<file path="config.mk">
export PLATFORM = sky130hd
export DESIGN_NAME = gpio_bank
export DESIGN_NICKNAME = d
export VERILOG_FILES = /design/src/rtl/gpio_bank_pkg.sv /design/src/rtl/gpio_bank_ctrl.sv /design/src/rtl/gpio_bank_datapath.sv /design/src/rtl/gpio_bank.sv
export SDC_FILE = /design/constraint.sdc
export NUM_CORES = 1
export LEC_CHECK = 0
export BUFFER_PORTS_ARGS = -buffer_cell sky130_fd_sc_hd__buf_2
export CAP_MARGIN = 20
export CELL_PAD_IN_SITES_DETAIL_PLACEMENT = 1
export CELL_PAD_IN_SITES_GLOBAL_PLACEMENT = 2
export CORE_AREA = 5 5 113 221
export DETAILED_ROUTE_END_ITERATION = 8
export DIE_AREA = 0 0 118 226
export PLACE_DENSITY_LB_ADDON = 0.1
export SETUP_SLACK_MARGIN = 0.4
export SLEW_MARGIN = 25
export SYNTH_ARGS = -nofsm -noshare
export SYNTH_HDL_FRONTEND = slang
export SYNTH_HIERARCHICAL = 1
export SYNTH_SLANG_ARGS = --single-unit
</file>
<file path="constraint.sdc">
create_clock -name clk -period 2.65 [get_ports clk]
set_input_delay 0.265 -clock clk [delete_from_list [all_inputs] [get_ports clk]]
set_output_delay 0.265 -clock clk [all_outputs]
set_load 0.03 [all_outputs]
</file>
<file path="src/rtl/gpio_bank_pkg.sv">
package gpio_bank_pkg;
  localparam int GP_PORTS     = 4;
  localparam int GP_WIDTH     = 8;
  localparam int GP_PINS      = GP_PORTS * GP_WIDTH;
  localparam int GP_GROUP     = 4;
  localparam int GP_GROUPS    = GP_WIDTH / GP_GROUP;
  localparam int GP_TIMERS    = 5;
  localparam int GP_ADDR_W    = 5;
  localparam int GP_PORT_W    = $clog2(GP_PORTS);
  localparam int GP_PORT_SPAN = 4;

  localparam logic [GP_ADDR_W-1:0] GP_PORT_END = GP_ADDR_W'(GP_PORTS * GP_PORT_SPAN);
  localparam logic [GP_ADDR_W-1:0] GP_LED_ADDR = GP_PORT_END;
  localparam logic [GP_ADDR_W-1:0] GP_TMR_ADDR = GP_ADDR_W'(GP_PORTS * GP_PORT_SPAN + 1);

  localparam logic [1:0] OFS_DIR  = 2'd0;
  localparam logic [1:0] OFS_DATA = 2'd1;
  localparam logic [1:0] OFS_PULL = 2'd2;

  typedef enum logic [2:0] {
    RD_NONE,
    RD_DIR,
    RD_DATA,
    RD_PULL,
    RD_LED,
    RD_TMR
  } rdKind_t;

  typedef struct packed {
    logic [GP_PORTS-1:0]  dirWr;
    logic [GP_PORTS-1:0]  dataWr;
    logic [GP_PORTS-1:0]  pullWr;
    logic                 ledWr;
    logic                 tmrWr;
    rdKind_t              rdKind;
    logic [GP_PORT_W-1:0] rdPort;
  } gpStrobe_t;
endpackage

</file>
<file path="src/rtl/gpio_bank_ctrl.sv">
module gpio_bank_ctrl
  import gpio_bank_pkg::*;
(
  input  logic                 wrEn,
  input  logic [GP_ADDR_W-1:0] regAddr,
  output gpStrobe_t            stb
);
  logic [GP_PORT_W-1:0] portIdx;
  logic [1:0]           regOfs;
  logic                 inPortSpace;

  assign portIdx     = regAddr[GP_PORT_W+1:2];
  assign regOfs      = regAddr[1:0];
  assign inPortSpace = (regAddr < GP_PORT_END);

  always_comb begin
    stb        = '0;
    stb.rdKind = RD_NONE;
    stb.rdPort = portIdx;
    if (inPortSpace) begin
      unique case (regOfs)
        OFS_DIR: begin
          stb.dirWr[portIdx] = wrEn;
          stb.rdKind         = RD_DIR;
        end
        OFS_DATA: begin
          stb.dataWr[portIdx] = wrEn;
          stb.rdKind          = RD_DATA;
        end
        OFS_PULL: begin
          stb.pullWr[portIdx] = wrEn;
          stb.rdKind          = RD_PULL;
        end
        default: stb.rdKind = RD_NONE;
      endcase
    end else if (regAddr == GP_LED_ADDR) begin
      stb.ledWr  = wrEn;
      stb.rdKind = RD_LED;
    end else if (regAddr == GP_TMR_ADDR) begin
      stb.tmrWr  = wrEn;
      stb.rdKind = RD_TMR;
    end
  end
endmodule

</file>
<file path="src/rtl/gpio_bank_datapath.sv">
module gpio_bank_datapath
  import gpio_bank_pkg::*;
#(
  parameter int IO_PORT     = 3,
  parameter int IO_BIT      = 5,
  parameter int LED_PORT    = 2,
  parameter int SYNC_STAGES = 2
) (
  input  logic                 clk,
  input  logic                 rstN,
  input  gpStrobe_t            stb,
  input  logic [GP_WIDTH-1:0]  wrData,
  input  logic [GP_PINS-1:0]   padIn,
  input  logic [GP_PINS-1:0]   perOutEn,
  input  logic [GP_PINS-1:0]   perOutVal,
  output logic [GP_PINS-1:0]   padOe,
  output logic [GP_PINS-1:0]   padOut,
  output logic [GP_PINS-1:0]   padPullUp,
  output logic [GP_PINS-1:0]   padHighDrive,
  output logic [GP_TIMERS-1:0] timerHighDrive,
  output logic [GP_PINS-1:0]   pinSync,
  output logic [GP_WIDTH-1:0]  rdData
);
  localparam int IO_POS = IO_PORT * GP_WIDTH + IO_BIT;
  localparam logic [GP_PINS-1:0] IO_MASK = GP_PINS'(1) << IO_POS;

  logic [GP_PINS-1:0]            dirFlat;
  logic [GP_PINS-1:0]            latchFlat;
  logic [GP_PINS-1:0]            pullFlat;
  logic [GP_PORTS*GP_GROUPS-1:0] pullAll;
  logic [GP_WIDTH-1:0]           ledQ;
  logic [GP_TIMERS-1:0]          tmrQ;
  logic [GP_PINS-1:0]            syncQ [SYNC_STAGES];
  logic [GP_PINS-1:0]            driving;

  for (genvar p = 0; p < GP_PORTS; p++) begin : g_port
    localparam logic [GP_WIDTH-1:0] FIXED_IN =
      (p == IO_PORT) ? GP_WIDTH'(1 << IO_BIT) : '0;
    logic [GP_WIDTH-1:0]  dirQ;
    logic [GP_WIDTH-1:0]  latchQ;
    logic [GP_GROUPS-1:0] pullQ;

    always_ff @(posedge clk or negedge rstN) begin
      if (!rstN) begin
        dirQ   <= '0;
        latchQ <= '0;
        pullQ  <= '0;
      end else begin
        if (stb.dirWr[p])  dirQ   <= wrData & ~FIXED_IN;
        if (stb.dataWr[p]) latchQ <= wrData;
        if (stb.pullWr[p]) pullQ  <= wrData[GP_GROUPS-1:0];
      end
    end

    assign dirFlat[p*GP_WIDTH +: GP_WIDTH]     = dirQ;
    assign latchFlat[p*GP_WIDTH +: GP_WIDTH]   = latchQ;
    assign pullAll[p*GP_GROUPS +: GP_GROUPS]   = pullQ;

    for (genvar g = 0; g < GP_GROUPS; g++) begin : g_grp
      assign pullFlat[p*GP_WIDTH + g*GP_GROUP +: GP_GROUP] = {GP_GROUP{pullQ[g]}};
    end
  end

  always_ff @(posedge clk or negedge rstN) begin
    if (!rstN) begin
      ledQ <= '0;
      tmrQ <= '0;
    end else begin
      if (stb.ledWr) ledQ <= wrData;
      if (stb.tmrWr) tmrQ <= wrData[GP_TIMERS-1:0];
    end
  end

  for (genvar s = 0; s < SYNC_STAGES; s++) begin : g_sync
    always_ff @(posedge clk or negedge rstN) begin
      if (!rstN) syncQ[s] <= '0;
      else if (s == 0) syncQ[s] <= padIn;
      else syncQ[s] <= syncQ[(s == 0) ? 0 : s-1];
    end
  end

  assign pinSync   = syncQ[SYNC_STAGES-1];
  assign driving   = (dirFlat | perOutEn) & ~IO_MASK;
  assign padOe     = driving;
  assign padOut    = ((perOutEn & perOutVal) | (~perOutEn & latchFlat)) & ~IO_MASK;
  assign padPullUp = pullFlat & ~driving & ~IO_MASK;

  always_comb begin
    padHighDrive = '0;
    padHighDrive[LED_PORT*GP_WIDTH +: GP_WIDTH] = ledQ;
  end
  assign timerHighDrive = tmrQ;

  always_comb begin
    unique case (stb.rdKind)
      RD_DIR:  rdData = dirFlat[stb.rdPort*GP_WIDTH +: GP_WIDTH];
      RD_DATA: rdData = pinSync[stb.rdPort*GP_WIDTH +: GP_WIDTH];
      RD_PULL: rdData = {{(GP_WIDTH-GP_GROUPS){1'b0}},
                         pullAll[stb.rdPort*GP_GROUPS +: GP_GROUPS]};
      RD_LED:  rdData = ledQ;
      RD_TMR:  rdData = {{(GP_WIDTH-GP_TIMERS){1'b0}}, tmrQ};
      default: rdData = '0;
    endcase
  end
endmodule

</file>
<file path="src/rtl/gpio_bank.sv">
module gpio_bank
  import gpio_bank_pkg::*;
#(
  parameter int IO_PORT     = 3,
  parameter int IO_BIT      = 5,
  parameter int LED_PORT    = 2,
  parameter int SYNC_STAGES = 2
) (
  input  logic                 clk,
  input  logic                 rstN,
  input  logic                 wrEn,
  input  logic [GP_ADDR_W-1:0] regAddr,
  input  logic [GP_WIDTH-1:0]  wrData,
  output logic [GP_WIDTH-1:0]  rdData,
  input  logic [GP_PINS-1:0]   padIn,
  input  logic [GP_PINS-1:0]   perOutEn,
  input  logic [GP_PINS-1:0]   perOutVal,
  output logic [GP_PINS-1:0]   padOe,
  output logic [GP_PINS-1:0]   padOut,
  output logic [GP_PINS-1:0]   padPullUp,
  output logic [GP_PINS-1:0]   padHighDrive,
  output logic [GP_TIMERS-1:0] timerHighDrive,
  output logic [GP_PINS-1:0]   pinSync
);
  gpStrobe_t stb;

  gpio_bank_ctrl ctrl_i (
    .wrEn    (wrEn),
    .regAddr (regAddr),
    .stb     (stb)
  );

  gpio_bank_datapath #(
    .IO_PORT     (IO_PORT),
    .IO_BIT      (IO_BIT),
    .LED_PORT    (LED_PORT),
    .SYNC_STAGES (SYNC_STAGES)
  ) dp_i (
    .clk            (clk),
    .rstN           (rstN),
    .stb            (stb),
    .wrData         (wrData),
    .padIn          (padIn),
    .perOutEn       (perOutEn),
    .perOutVal      (perOutVal),
    .padOe          (padOe),
    .padOut         (padOut),
    .padPullUp      (padPullUp),
    .padHighDrive   (padHighDrive),
    .timerHighDrive (timerHighDrive),
    .pinSync        (pinSync),
    .rdData         (rdData)
  );
endmodule

</file>
==> results.cfg <==
[detailed_routing]
routedWlPerCell_um = 21.15
drc = 0
postRouteAntennaNets = 0
drt_iter0_drc = 117
wl_met1_um = 8145
top_layer_used = met4
vias_per_cell = 4.590
route.met3.wl_um = 880
wl_met2_um = 14650
num_vias = 5223
finalWirelength_um = 24070
dr.pass1.iters = 4

[critical_path]
reg2reg_depth = 2
cp_max_fo = 7
r2r_start = dp_i/g_port[2].pullQ[1]
endpoint_kind = output pin
cp.arrival_ns = 2.32
path_common_cell = buf_6
r2r_setup_slack_ns = 1.70
startpoint_type = input port
worstSetupPathType = input port to output pin
cp.required_ns = 2.38
slowest_delay_ns = 0.22
crit_family = buffers and inverters
slowest_stage = o32ai_4
crit_path_cell_trace = buf_8 > inv_12 > ha_4 > nand3b_1 > o32ai_4 > buf_4 > buf_6 > xnor2_1 > nor2_1 > buf_6 > o221ai_2 > buf_4 > o21ai_2 > buf_6
critPathBufInv = 7
r2r_end = dp_i/g_port[2].pullQ[1]

[synthesis]
ys_ff_latch = 147
syn_inst = 544
ys_seq_area_frac = 0.5428
post_synth.cell_area_avg_um2 = 12.46
yosysWarnings = 6
synthDistinctLibCells = 37
synth_area_um2 = 6776

[grt]
grt_pass1_vias = 5859
grt_max_degree = 62
grt_pass1_wl_um = 35450
grtUsageTotal = 0.1775
globalRoute.totalOverflow = 0
antenna_found_initial = 0

[placement]
pre_cts_slack_ns = -0.2830
place.gp.congestion = 0.8035
dp.cells = 1060
dp_hpwl_um = 18850
postPlaceCellArea_um2 = 8379
port_buffers = 255

[timing]
finalMaxSlewViolations = 0
finalHoldViolCount = 0
skew_ns = 0.005005
slew_headroom = 0.5871
fmax_ghz = 0.3874
tightestPinTransition_ns = 0.6171
period_minus_slack_ns = 2.581
fin_crit_sh = 0.9740
rsz0062_at_grt = yes
setup_viol = 0
setup_slack_ns = 0.06894

[clock_tree]
clk_latency_ns = 0.41
cts.sinks = 147
cts_inserted_buffers = 17
cts_tree = done
h-tree-depth = 4
cts.path.max_buffers = 2
cts-root-buf = clkbuf_16
clk_pin_slew_ns = 0.06

[power_and_ir_drop]
seqPwrFrac = 0.382
p_sw_frac = 0.3422
p_leak_nw = 4.679
clockPowerShare = 0.332
combPwrFrac = 0.286
internal_power_mw = 4.763
p_sw_mw = 2.477
ir_drop_mv = 0.3587
cellPowerDensity_nw_per_um2 = 751.8

[finish]
fin_nets = 958
utilization = 0.4164
num-fill-cells = 2626
finalInstanceArea_um2 = 9630
syn_to_final_growth_pct = 42.12
instances_no_fill = 1138
ff_latch_area_um2 = 3679
antennaDiodeCount = 0
multi_input_area_um2 = 2821
layout-drive-gt1-share = 0.6187

[worst_hold_path]
min_path_type = input port to register
hold_start = wrData[5]
hold_depth = 2
hold-path-endpoint = dp_i/g_port[1].dirQ[5]

[floorplan]
core_um2 = 23130
num_io_pins = 285
die-area_um2 = 26670
rows = 79
start_util = 0.2930
die_height_um = 226
fp.dieW_um = 118

[run]
drv_cap = 0

[run_status]
outcome = finished, final reports clean
==> power by group through the flow <==
stage / combinational (mW) / sequential (mW) / clock (mW)
4_1_cts: 2.08 / 2.78 / 2.48
6_report: 2.07 / 2.77 / 2.41
5_1_grt: 2.21 / 2.81 / 2.57
3_5_place_dp: 1.96 / 2.82 / 0
3_3_place_gp: 1.93 / 2.81 / 0
2_1_floorplan: 1.32 / 2.78 / 0
==> cells by family (layout without fill, tap and decap cells) <==
group / after synthesis / after routing / share of synthesized area
XOR/XNOR: 1 / 1 / 0.001293
multiplexers: 129 / 129 / 0.2273
AO/OA/AOI/OAI: 32 / 32 / 0.03028
buffers and inverters: 93 / 378 / 0.08826
other: 1 / 27 / 0.0005534
adder cells (fa/ha/maj): 4 / 4 / 0.007386
AND/OR/NAND/NOR: 137 / 137 / 0.1021
flip-flops: 147 / 147 / 0.5428
==> cells in the final DEF, fill, tap and decap left out, types with 18 or more instances in the layout <==
cell           count
dfrtp_1          147
nor2_1            43
mux2_2           114
buf_2            244
buf_4             33
nand2_1           22
buf_6             18
conb_1            27
dlygate4sd3_1     33
or2_2             32
==> Yosys cell counts <==
cell type | count | share of area
o21ai_0 | 14 | 0.010
nor3_1 | 5 | 0.0037
nand2b_1 | 4 | 0.0037
ha_1 | 4 | 0.0074
clkbuf_1 | 13 | 0.0072
nor2_1 | 50 | 0.028
nor2b_1 | 1 | 0.00092
nor3b_4 | 1 | 0.0028
buf_6 | 2 | 0.0033
nand4b_1 | 2 | 0.0026
mux2_4 | 1 | 0.0022
nand3b_1 | 2 | 0.0022
a41o_1 | 2 | 0.0030
mux2_2 | 115 | 0.19
buf_2 | 4 | 0.0030
inv_1 | 13 | 0.0072
dfrtp_1 | 147 | 0.54
nor3b_1 | 2 | 0.0022
nor3_2 | 2 | 0.0030
o221ai_1 | 5 | 0.0065
o41ai_1 | 1 | 0.0013
o32ai_1 | 1 | 0.0013
conb_1 | 1 | 0.00055
or2_2 | 32 | 0.030
o22ai_1 | 3 | 0.0028
and3_1 | 1 | 0.00092
nand3_1 | 6 | 0.0044
a22oi_1 | 2 | 0.0022
nand2_1 | 26 | 0.014
or2b_1 | 1 | 0.0011
buf_4 | 61 | 0.068
mux2i_1 | 5 | 0.0074
mux4_2 | 8 | 0.027
or3b_4 | 1 | 0.0017
a21oi_1 | 4 | 0.0030
or3b_1 | 1 | 0.0013
xnor2_1 | 1 | 0.0013
==> per-layer routing <==
layer,vias up,track usage
li1,2368,-
met5,-,0
met2,137,0.3577
met3,20,0.03534
met4,0,0.05333
met1,2698,0.1796
==> state kept, by name, summed over array words and instances, names as in the netlist <==
name                 cells
dp_i/syncQ              32
dp_i/g_port.pullQ        8
dp_i/g_port.latchQ      31
dp_i/ledQ                8
dp_i/timerHighDrive      5
dp_i/pinSync            32
dp_i/g_port.dirQ        31
==> timing repair <==
item / CTS / global route
setup buffers: 9 / 3
pin swaps: 13 / 12
cloned: 1 / 0
endpoints found under the hold margin: 90 / 0
resized for setup: 39 / 16
setup endpoints to repair: 8 / 8
hold buffers: 33 / 0
==> stage by stage <==
stage	hold WS (ns)	TNS [ns]	total power, mW
after floorplan	-0.03059	0	4.097
after global placement	0.2856	-0.4930	4.743
after detailed placement	0.2941	-0.8113	4.785
after CTS	0.1988	0	7.340
after global routing	0.2020	-0.004270	7.588
final	0.2123	0	7.240
==> worst max-delay path by stage <==
| stage | startpoint | endpoint | cells past startpoint |
|---|---|---|---|
| 2_1_floorplan | regAddr[1] | rdData[2] | 10 |
| 3_3_place_gp | regAddr[0] | rdData[3] | 9 |
| 3_5_place_dp | regAddr[0] | rdData[3] | 9 |
| 4_1_cts | regAddr[0] | rdData[3] | 11 |
| 5_1_grt | regAddr[1] | rdData[7] | 14 |
| 6_report | regAddr[1] | rdData[7] | 14 |
==> cell type report <==
class / instances / area share
inverter: 13 / 0.007665
clock buffer: 21 / 0.04989
tap: 283 / 0.03677
timing repair buffer: 333 / 0.2185
clock inverter: 11 / 0.01221
multi-input combinational: 330 / 0.2930
sequential: 147 / 0.3820
Power figures use the tool's default switching activity.
